--- src/rtl/clkmode_pkg.sv ---
`timescale 1ns/1ps
package clkmode_pkg;
  // Mode code as read from {drive_en_pin, fast_sel_pin}
  typedef enum logic [1:0] {
    MODE_HIZ  = 2'b00,
    MODE_TEST = 2'b01,
    MODE_SLOW = 2'b10,
    MODE_FAST = 2'b11
  } clk_mode_e;
endpackage

--- src/rtl/clkmode_modesync.sv ---
`timescale 1ns/1ps
module clkmode_modesync
  import clkmode_pkg::*;
#(
  parameter int SYNC_STAGES = 2,
  parameter int STABLE_CYC  = 2
) (
  input  logic       clk,
  input  logic       rst,
  input  logic [1:0] pin_in,
  output clk_mode_e  mode_q
);
  localparam int CW = (STABLE_CYC > 1) ? $clog2(STABLE_CYC) : 1;

  logic [1:0] stage_q [SYNC_STAGES];
  logic [1:0] cand_q;
  logic [CW-1:0] cnt_q;

  // Resynchronizer chain; the first stage takes the raw pins
  genvar g;
  generate
    for (g = 0; g < SYNC_STAGES; g++) begin : g_stage
      if (g == 0) begin : g_first
        always_ff @(posedge clk) begin
          if (rst) stage_q[g] <= 2'b00;
          else     stage_q[g] <= pin_in;
        end
      end else begin : g_next
        always_ff @(posedge clk) begin
          if (rst) stage_q[g] <= 2'b00;
          else     stage_q[g] <= stage_q[g-1];
        end
      end
    end
  endgenerate

  // Qualifier: a candidate must repeat before it is committed
  always_ff @(posedge clk) begin
    if (rst) begin
      cand_q <= 2'b00;
      cnt_q  <= '0;
      mode_q <= MODE_HIZ;
    end else if (stage_q[SYNC_STAGES-1] != cand_q) begin
      cand_q <= stage_q[SYNC_STAGES-1];
      cnt_q  <= '0;
    end else if (cnt_q != CW'(STABLE_CYC - 1)) begin
      cnt_q <= cnt_q + 1'b1;
    end else begin
      mode_q <= clk_mode_e'(cand_q);
    end
  end
endmodule

--- src/rtl/clkmode_div.sv ---
`timescale 1ns/1ps
module clkmode_div #(
  parameter int DIV = 6
) (
  input  logic clk,
  input  logic rst,
  input  logic run,
  output logic q
);
  localparam int CW   = (DIV > 2) ? $clog2(DIV) : 1;
  localparam int HALF = DIV / 2;

  logic [CW-1:0] cnt_q;

  // Even divider: high for the first half of each period, restarts when idle
  always_ff @(posedge clk) begin
    if (rst || !run) begin
      cnt_q <= '0;
      q     <= 1'b0;
    end else begin
      q     <= (cnt_q < CW'(HALF));
      cnt_q <= (cnt_q == CW'(DIV - 1)) ? '0 : cnt_q + 1'b1;
    end
  end
endmodule

--- src/rtl/clkmode_strap.sv ---
`timescale 1ns/1ps
module clkmode_strap (
  input  logic clk,
  input  logic rst,
  input  logic por_done,
  input  logic strap_ss_n,
  input  logic strap_f48_n,
  output logic spread_en,
  output logic usb_48_sel
);
  logic taken_q;

  // One-shot capture on the first power-on-done cycle after reset
  always_ff @(posedge clk) begin
    if (rst) begin
      taken_q    <= 1'b0;
      spread_en  <= 1'b0;
      usb_48_sel <= 1'b0;
    end else if (por_done && !taken_q) begin
      taken_q    <= 1'b1;
      spread_en  <= ~strap_ss_n;
      usb_48_sel <= ~strap_f48_n;
    end
  end
endmodule

--- src/rtl/clkmode_ctrl.sv ---
`timescale 1ns/1ps
module clkmode_ctrl
  import clkmode_pkg::*;
#(
  parameter int SYNC_STAGES = 2,
  parameter int STABLE_CYC  = 2,
  parameter int CPU_DIV     = 2,
  parameter int PCI_DIV     = 6
) (
  input  logic       clk,
  input  logic       rst,
  input  logic       por_done,
  input  logic       drive_en_pin,
  input  logic       fast_sel_pin,
  input  logic       strap_ss_n,
  input  logic       strap_f48_n,
  output logic       cpu_clk,
  output logic       pci_clk,
  output logic       ref_clk,
  output logic       cpu_oe,
  output logic       pci_oe,
  output logic       ref_oe,
  output logic [1:0] mode_o,
  output logic       spread_en,
  output logic       usb_48_sel
);
  clk_mode_e mode_q;
  logic      run_test;
  logic      oe_q;
  logic      ref_en_q;

  clkmode_modesync #(.SYNC_STAGES(SYNC_STAGES), .STABLE_CYC(STABLE_CYC)) u_sync (
    .clk    (clk),
    .rst    (rst),
    .pin_in ({drive_en_pin, fast_sel_pin}),
    .mode_q (mode_q)
  );

  assign run_test = (mode_q == MODE_TEST);

  clkmode_div #(.DIV(CPU_DIV)) u_cpu_div (
    .clk (clk), .rst (rst), .run (run_test), .q (cpu_clk)
  );

  clkmode_div #(.DIV(PCI_DIV)) u_pci_div (
    .clk (clk), .rst (rst), .run (run_test), .q (pci_clk)
  );

  // Reference gate enable changes only while the clock is low
  always_ff @(negedge clk) begin
    if (rst) ref_en_q <= 1'b0;
    else     ref_en_q <= run_test;
  end
  assign ref_clk = clk & ref_en_q;

  always_ff @(posedge clk) begin
    if (rst) oe_q <= 1'b0;
    else     oe_q <= (mode_q != MODE_HIZ);
  end

  assign cpu_oe = oe_q;
  assign pci_oe = oe_q;
  assign ref_oe = oe_q;
  assign mode_o = mode_q;

  clkmode_strap u_strap (
    .clk         (clk),
    .rst         (rst),
    .por_done    (por_done),
    .strap_ss_n  (strap_ss_n),
    .strap_f48_n (strap_f48_n),
    .spread_en   (spread_en),
    .usb_48_sel  (usb_48_sel)
  );
endmodule

--- config.mk ---
export PLATFORM = sky130hd
export DESIGN_NAME = clkmode_ctrl
export DESIGN_NICKNAME = d
export VERILOG_FILES = /design/src/rtl/clkmode_pkg.sv /design/src/rtl/clkmode_modesync.sv /design/src/rtl/clkmode_div.sv /design/src/rtl/clkmode_strap.sv /design/src/rtl/clkmode_ctrl.sv
export SDC_FILE = /design/constraint.sdc
export NUM_CORES = 1
export LEC_CHECK = 0
export ABC_AREA = 1
export BUFFER_PORTS_ARGS = -buffer_cell sky130_fd_sc_hd__buf_2
export CORE_UTILIZATION = 45
export DETAILED_ROUTE_END_ITERATION = 10
export PLACE_DENSITY = 0.77
export SLEW_MARGIN = 30
export SYNTH_ARGS = -nofsm -noshare
export SYNTH_HDL_FRONTEND = slang
export SYNTH_HIERARCHICAL = 1
export SYNTH_SLANG_ARGS = --single-unit
--- constraint.sdc ---
create_clock -name clk -period 0.91 [get_ports clk]
set_clock_uncertainty 0.15 [all_clocks]
set_input_delay 0.1365 -clock clk [delete_from_list [all_inputs] [get_ports clk]]
set_output_delay 0.1365 -clock clk [all_outputs]
set_load 0.05 [all_outputs]
* After elaboration in Yosys (flattened, before gate mapping)
Memory sizes are Yosys's and may differ from the RTL's.
Index checks and enable logic that the tools add are counted.
** Storage, ports and cells
- Memory bits (read-only) :: 0
- Input bits :: 7
- Memories kept :: 1
- Latch bits :: 0
- Register bits :: 16
- Memory bits (writable) :: 4
** Memory list
- u_sync.stage_q :: words 2, width 2, read ports 2, clocked after Yosys merged registers in 0, wr ports 2, line clkmode_modesync.sv:15 : logic [1:0] stage_q [SYNC_STAGES];
** Cells by class
- Equality and inequality tests :: 3
- Bitwise gates (word level) :: 6
- $add $sub $neg :: 3
- $mul :: 0
- Muxes and demuxes :: 6
- Reductions and logical operators :: 9
- Divide/modulo/power cells :: 0
- Shift-type cells :: 0
- $lt $le $gt $ge :: 2
** Operator list (count)
- $reduce_or 2->1 :: 3
- $mux 1 :: 4
- $mux 2 :: 2
- $add 3x1->3 const B :: 1
- $eq 3x3->1 const B :: 1
- $lt 3x2->1 const B :: 1
- $not 1->1 :: 3
- $add 1x1->1 const B :: 2
- $eq 2x1->1 const B :: 1
- $logic_not 1->1 :: 2
- $ne 2x2->1 :: 1
- $or 1x1->1 :: 2
- $reduce_and 2->1 :: 1
- $reduce_bool 2->1 :: 1
- $and 1x1->1 :: 1
- $logic_and 1x1->1 :: 1
- $logic_or 1x1->1 :: 1
- $lt 1x1->1 const B :: 1

* Longest topological paths before layout
Gate-level depths: netlist of run 1.
- Depth after elaboration :: 4
- Depth in mapped cells :: 7

* Modules after synthesis
Netlist of run 1, hierarchy kept.
** By module, submodules not included
- clkmode_modesync :: seq. area each 180.2 µm², cells each 44, times used 1, area each 335.3 µm²
- clkmode_div at u_pci_div :: seq. area each 80.1 µm², cells each 21, times used 1, area each 166.4 µm²
- clkmode_strap :: seq. area each 60.1 µm², cells each 15, times used 1, area each 110.1 µm²
- clkmode_ctrl :: seq. area each 40.0 µm², cells each 13, times used 1, area each 93.8 µm²
- clkmode_div at u_cpu_div :: seq. area each 40.0 µm², cells each 6, times used 1, area each 55.1 µm²

==> metrics.csv, run 1 <==
metric;value;unit
outcome;finished, violations left;
violations;hold timing, setup timing;
yosys.area_share.adder;0.0329;
place_area;932;um^2
p_per_area;1700;mW/mm^2
synth_most_common_cell;inv_1;
path_clk_slew;110;ps
hold-worst-slack;-51.6;ps
synthArstFlopShare;0;
reg2reg_depth;3;
ff_latch_area;422;um^2
drc;0;
maxSlewViolCount;0;
synth_edf_count;0;
switching_share;0.304;
clock_latency;400;ps
hold_viol;9;
die_x;43.1;um
fill_cells;96;
synthTopCellsByCount;inv_1, dfxtp_1, nor2_1;
multi_input_area;305;um^2
syn_inst;99;
setup-violations-final;22;
place_worst_setup_slack;-481;ps
synth.mux.area_fraction;0;
grt_max_degree;14;
tightest_slew;192;ps
synth_top_area_cell;dfxtp_1;
critical-path-max-stage-delay;310;ps
rows;14;
final_cells;153;
portBuffers;16;
drive_gt1_frac;0.482;
fin_area;0.00124;mm^2
ys_warn_count;6;
grt_pass1_wl;2570;um
synth_top_flop_cell;dfxtp_1;
intPower;0.00147;W
synth.area.top_cells;dfxtp_1, inv_1, nor2_1;
worstPathBufferInverterCount;2;
critPathKind;reg2out;
start_util;0.494;
overflow;0;
cp_data_arrival_time;1540;ps
path_max_fanout;1;
switchingPower;0.000641;W
slew_headroom;0.871;
drtPass1Iterations;4;
num_vias;681;
synthSimpleGateAreaFrac;0.263;
cp-start-kind;flip-flop;
ir_worst_vdd;1380;uV
hold_buffers;5;
cp.required;620;ps
diodes;0;
num-nets-final;147;
antenna_found_initial;0;
maxCapViolCount;0;
pin_count;17;
die_area;0.00186;mm^2
grt_pass1_vias;681;
syn_area;761;um^2
ant_nets;0;
cts_tree;yes;
place.gp.congestion;0.668;
coreArea;0.00154;mm^2
seq_area_frac_synth;0.526;
synth_xor_area_frac;0.0214;
cp_slowest_cell;dfxtp_2;
total_leakage_power;0.595;nW
p_seq_frac;0.457;
endpoint_kind;primary output;
holdCritPathClass;in2reg;
crit_cells;3;
yosys.area.top_type_share;0.526;
dpl.hpwl;867;um
synth_top_family_by_area;simple AND/OR/NAND/NOR gates;
synthDistinctLibCells;15;
synth-compound-area-share;0.0132;
critPathTopFamily;flip-flops;
p_comb_frac;0.223;
p_clk_frac;0.320;
dp_cells;135;
drt-vias-per-instance;4.45;
post-route-util;0.804;
dieHeight;43.1;um
drt-wirelength-per-cell;10.9;um
synth_seq_cells;20;
setup_ws;-919;ps
syn_nets;108;
rsz0062_at_grt;true;
area_growth;63.0;%
crit_chain;nand2_2 > clkinvlp_4 > buf_6;
postSynthAreaPerCell;7.68;um^2
holdPathStages;3;
drtIter0Drc;3;
drt_wl_total;1660;um
grt_util_all_layers;0.202;
[per-layer routing]
| layer | up-vias | wire (um) | global-route usage |
|---|---|---|---|
| met3 | 8 | 88 | 0.123 |
| met1 | 288 | 690 | 0.190 |
| met4 | 0 | 38 | 0.139 |
| li1 | 360 | - | - |
| met2 | 25 | 844 | 0.319 |
| met5 | - | 0 | 0 |
[placed cells by master, fill, tap and decap left out, types with 2 or more instances in the layout]
cell,Yosys,routed
inv_1,23,19
nor2_1,20,17
nand2_1,17,14
dfxtp_1,20,9
buf_8,0,8
buf_6,0,8
dfxtp_2,0,8
buf_4,2,7
clkbuf_4,0,6
buf_2,0,6
dlygate4sd3_1,0,5
nor2_2,2,4
dfxtp_4,0,3
nand2_4,0,2
nand2_2,1,2
nand3_2,1,2
inv_2,1,2
nand3_1,4,2
nand4_1,2,2
[worst reg2reg max path, stage by stage (launching register included)]
cell     delay [ps]
dfxtp_4         360
buf_4           140
nand2_4          70
nor2_2           30
[worst paths after layout]
kind	from	endpoint	slack (ps)
worst max-delay path	ref_en_q	ref_clk	-920
worst min-delay path	rst	cpu_oe	-50
worst max register to register	u_sync/mode_q[0]	ref_en_q	-330
worst min register to register	u_sync/stage_q[0][1]	u_sync/stage_q[1][1]	260
[power groups by stage]
stage          Clock (W)  Combinational, W  Sequential (W)
2_1_floorplan  0.0000335          0.000143         0.00105
3_3_place_gp   0.0000364          0.000294        0.000968
3_5_place_dp   0.0000364          0.000301        0.000969
4_1_cts         0.000693          0.000420        0.000961
5_1_grt         0.000754          0.000501        0.000969
6_report        0.000676          0.000469        0.000964
[registers in the layout, summed over array words and instances, names as in the netlist]
name                flops
u_sync/cnt_q            1
u_cpu_div/q             1
u_sync/stage_q          4
ref_en_q                1
u_cpu_div/cnt_q         1
u_strap/taken_q         1
u_sync/mode_q           2
u_pci_div/cnt_q         3
u_sync/cand_q           2
u_pci_div/q             1
cpu_oe                  1
u_strap/spread_en       1
u_strap/usb_48_sel      1
[cell families after synthesis]
logic type	after synthesis
AND/OR/NAND/NOR	47
buffers and inverters	27
flip-flops	20
AO/OA/AOI/OAI	2
adder cells (fa/ha/maj)	2
XOR/XNOR	1
[metrics by stage]
step	hold slack (ps)	total power, W	TNS [ps]
final	-51.6	0.00211	-5680
after detailed placement	192	0.00131	-1580
after CTS	-61.3	0.00207	-5670
after global routing	-52.9	0.00222	-6640
after global placement	185	0.00130	-1410
after floorplan	49.2	0.00123	-1160
[timing repair]
action	4_1_cts	5_1_grt
pin swaps	4	3
hold endpoints to repair	11	9
buffers inserted	5	2
gates resized for setup	37	14
endpoints found under the setup margin	21	22
[area by class of cell]
type                    count  area share
multi-input cells          52       0.246
well taps                  16      0.0161
repair buffers             33       0.267
inverters                  22      0.0727
clock buffers               7      0.0454
clock inverters             3      0.0121
flip-flops and latches     20       0.340
(Power assumes the default switching activity.)
==> inputs of run 2 (changes only) <==
Settings changed: BUFFER_PORTS_ARGS -buffer_cell sky130_fd_sc_hd__buf_2 to -buffer_cell sky130_fd_sc_hd__buf_4, CELL_PAD_IN_SITES_DETAIL_PLACEMENT set to 1, CELL_PAD_IN_SITES_GLOBAL_PLACEMENT set to 1, CORE_UTILIZATION 45 to 32, PLACE_DENSITY 0.77 to 0.76.
==> metrics.csv, run 2 (synthesis gave the netlist of run 1 again) <==
metric;value;unit;change
reg_top3;u_sync/stage_q x4, u_pci_div/cnt_q x3;;
drive_gt1_frac;0.526;;+0.0438
maxSlewViolCount;0;;unchanged
grt_util_met3;0.0606;;-0.0628
total_leakage_power;0.594;nW;-0.24%
grt_pass1_wl;3330;um;+30%
holdCritPathClass;in2reg;;
cp_data_arrival_time;1520;ps;-20 ps
rsz0062_at_grt;true;;
ant_nets;0;;unchanged
drtPass1Iterations;3;;-1
critical-path-max-stage-delay;300;ps;about the same
setup-violations-final;22;;unchanged
antenna_found_initial;0;;unchanged
tightest_slew;200;ps;+7.49 ps
drtIter0Drc;6;;+3
cp_slowest_cell;dfxtp_1;;
final_cells;165;;+7.8%
crit_chain;nand2_2 > clkinvlp_4 > buf_6;;
hold_buffers;5;;unchanged
grtUsageMet1;0.181;;-0.00899
worst-r2r-setup-slack;-340;ps;about the same
hold_viol;9;;unchanged
path_clk_slew;110;ps;about the same
busiest_layer;met2;;
final_cell_mix;inv_1, nor2_1, buf_4, nand2_1, dfxtp_2;;
start_util;0.341;;-0.153
num-nets-final;147;;unchanged
drt-vias-per-instance;4.35;;-2.4%
pin_count;17;;unchanged
dieHeight;50.8;um;+18%
outcome;finished, violations left;;
fill_cells;277;;+190%
hold-worst-slack;-51.8;ps;-0.267 ps
path_max_fanout;1;;unchanged
die_area;0.00258;mm^2;+39%
setup_ws;-892;ps;+26.4 ps
dpl.hpwl;1210;um;+40%
portBuffers;16;;unchanged
clock_latency;410;ps;about the same
maxCapViolCount;0;;unchanged
worstPathBufferInverterCount;2;;unchanged
dp_cells;147;;+8.9%
rows;17;;+3
grt_pass1_vias;809;;+19%
place.gp.congestion;0.682;;+2.2%
final_common_cell;inv_1;;
coreArea;0.00223;mm^2;+45%
die_x;50.8;um;+18%
critPathTopFamily;flip-flops;;
drc;0;;unchanged
grt_util_met2;0.327;;+0.00726
overflow;0;;unchanged
p_per_area;1680;mW/mm^2;-1.3%
grt_max_degree;14;;unchanged
cts_tree;yes;;
cp-start-kind;flip-flop;;
multi_input_area;307;um^2;+0.41%
largest-register;u_sync/stage_q;;
endpoint_kind;primary output;;
diodes;0;;unchanged
violations;hold timing, setup timing;;
slew_headroom;0.866;;-0.00502
post-route-util;0.567;;-0.237
area_growth;66.4;%;
cp.required;620;ps;about the same
ff_latch_area;424;um^2;+0.59%
drt-wirelength-per-cell;12.2;um;+12%
drt_wl_total;2010;um;+21%
largest_reg_flops;4;;unchanged
grt_util_all_layers;0.188;;-0.0139
num_vias;717;;+5.3%
critPathKind;reg2out;;
ir_worst_vdd;873;uV;-37%
## run 2: routing by layer
metal,vias to the layer above,share of wire
li1,360,-
met3,4,0.041
met4,0,0.019
met5,-,0
met2,21,0.54
met1,332,0.40
## run 2: report_power, final
group          leakage, nW  switching (W)  internal, W
Sequential           0.170      0.0000393     0.000927
Clock               0.0415       0.000358     0.000332
Combinational        0.382       0.000250     0.000218
Total                0.594       0.000647      0.00148
## run 2: repair_timing
action                                  CTS  global route
endpoints found under the setup margin   21            24
setup buffers                             5             1
pin swaps                                 3             7
gates resized for setup                  26            18
endpoints found under the hold margin    11             9
## run 2: path summary, 6_finish.rpt
path,startpoint,end,depth (start not counted)
worst max register to register,u_sync/mode_q[0],ref_en_q,3
worst max-delay path,ref_en_q,ref_clk,3
worst min-delay path,rst,u_sync/stage_q[1][1],3
worst min register to register,u_sync/stage_q[0][0],u_sync/stage_q[1][0],2
## run 2: worst reg2reg max path: stages, from the launching register on
cell and delay, ps:
dfxtp_4 360, buf_4 130, nand2_2 80, nor2_2 40
## run 2: per-stage QoR
stage / setup WS [ps] / cell area [um^2] / setup TNS [ps] / hold slack, ps / total power (W)
2_1_floorplan: -411 / 806 / -1160 / 49.2 / 0.00123
3_3_place_gp: -420 / 987 / -1320 / 185 / 0.00133
3_5_place_dp: -425 / 987 / -1660 / 196 / 0.00135
4_1_cts: -917 / 1210 / -6080 / -71.7 / 0.00210
5_1_grt: -963 / 1270 / -6960 / -65.2 / 0.00224
6_report: -892 / 1270 / -5870 / -51.8 / 0.00213
## run 2: area by class of cell
cell class,instances,share of cell area
Sequential cell,20,0.335
Timing Repair Buffer,33,0.268
Multi-Input combinational cell,52,0.242
Inverter,22,0.0711
Clock buffer,8,0.0474
Tap cell,28,0.0277
Clock inverter,2,0.00889
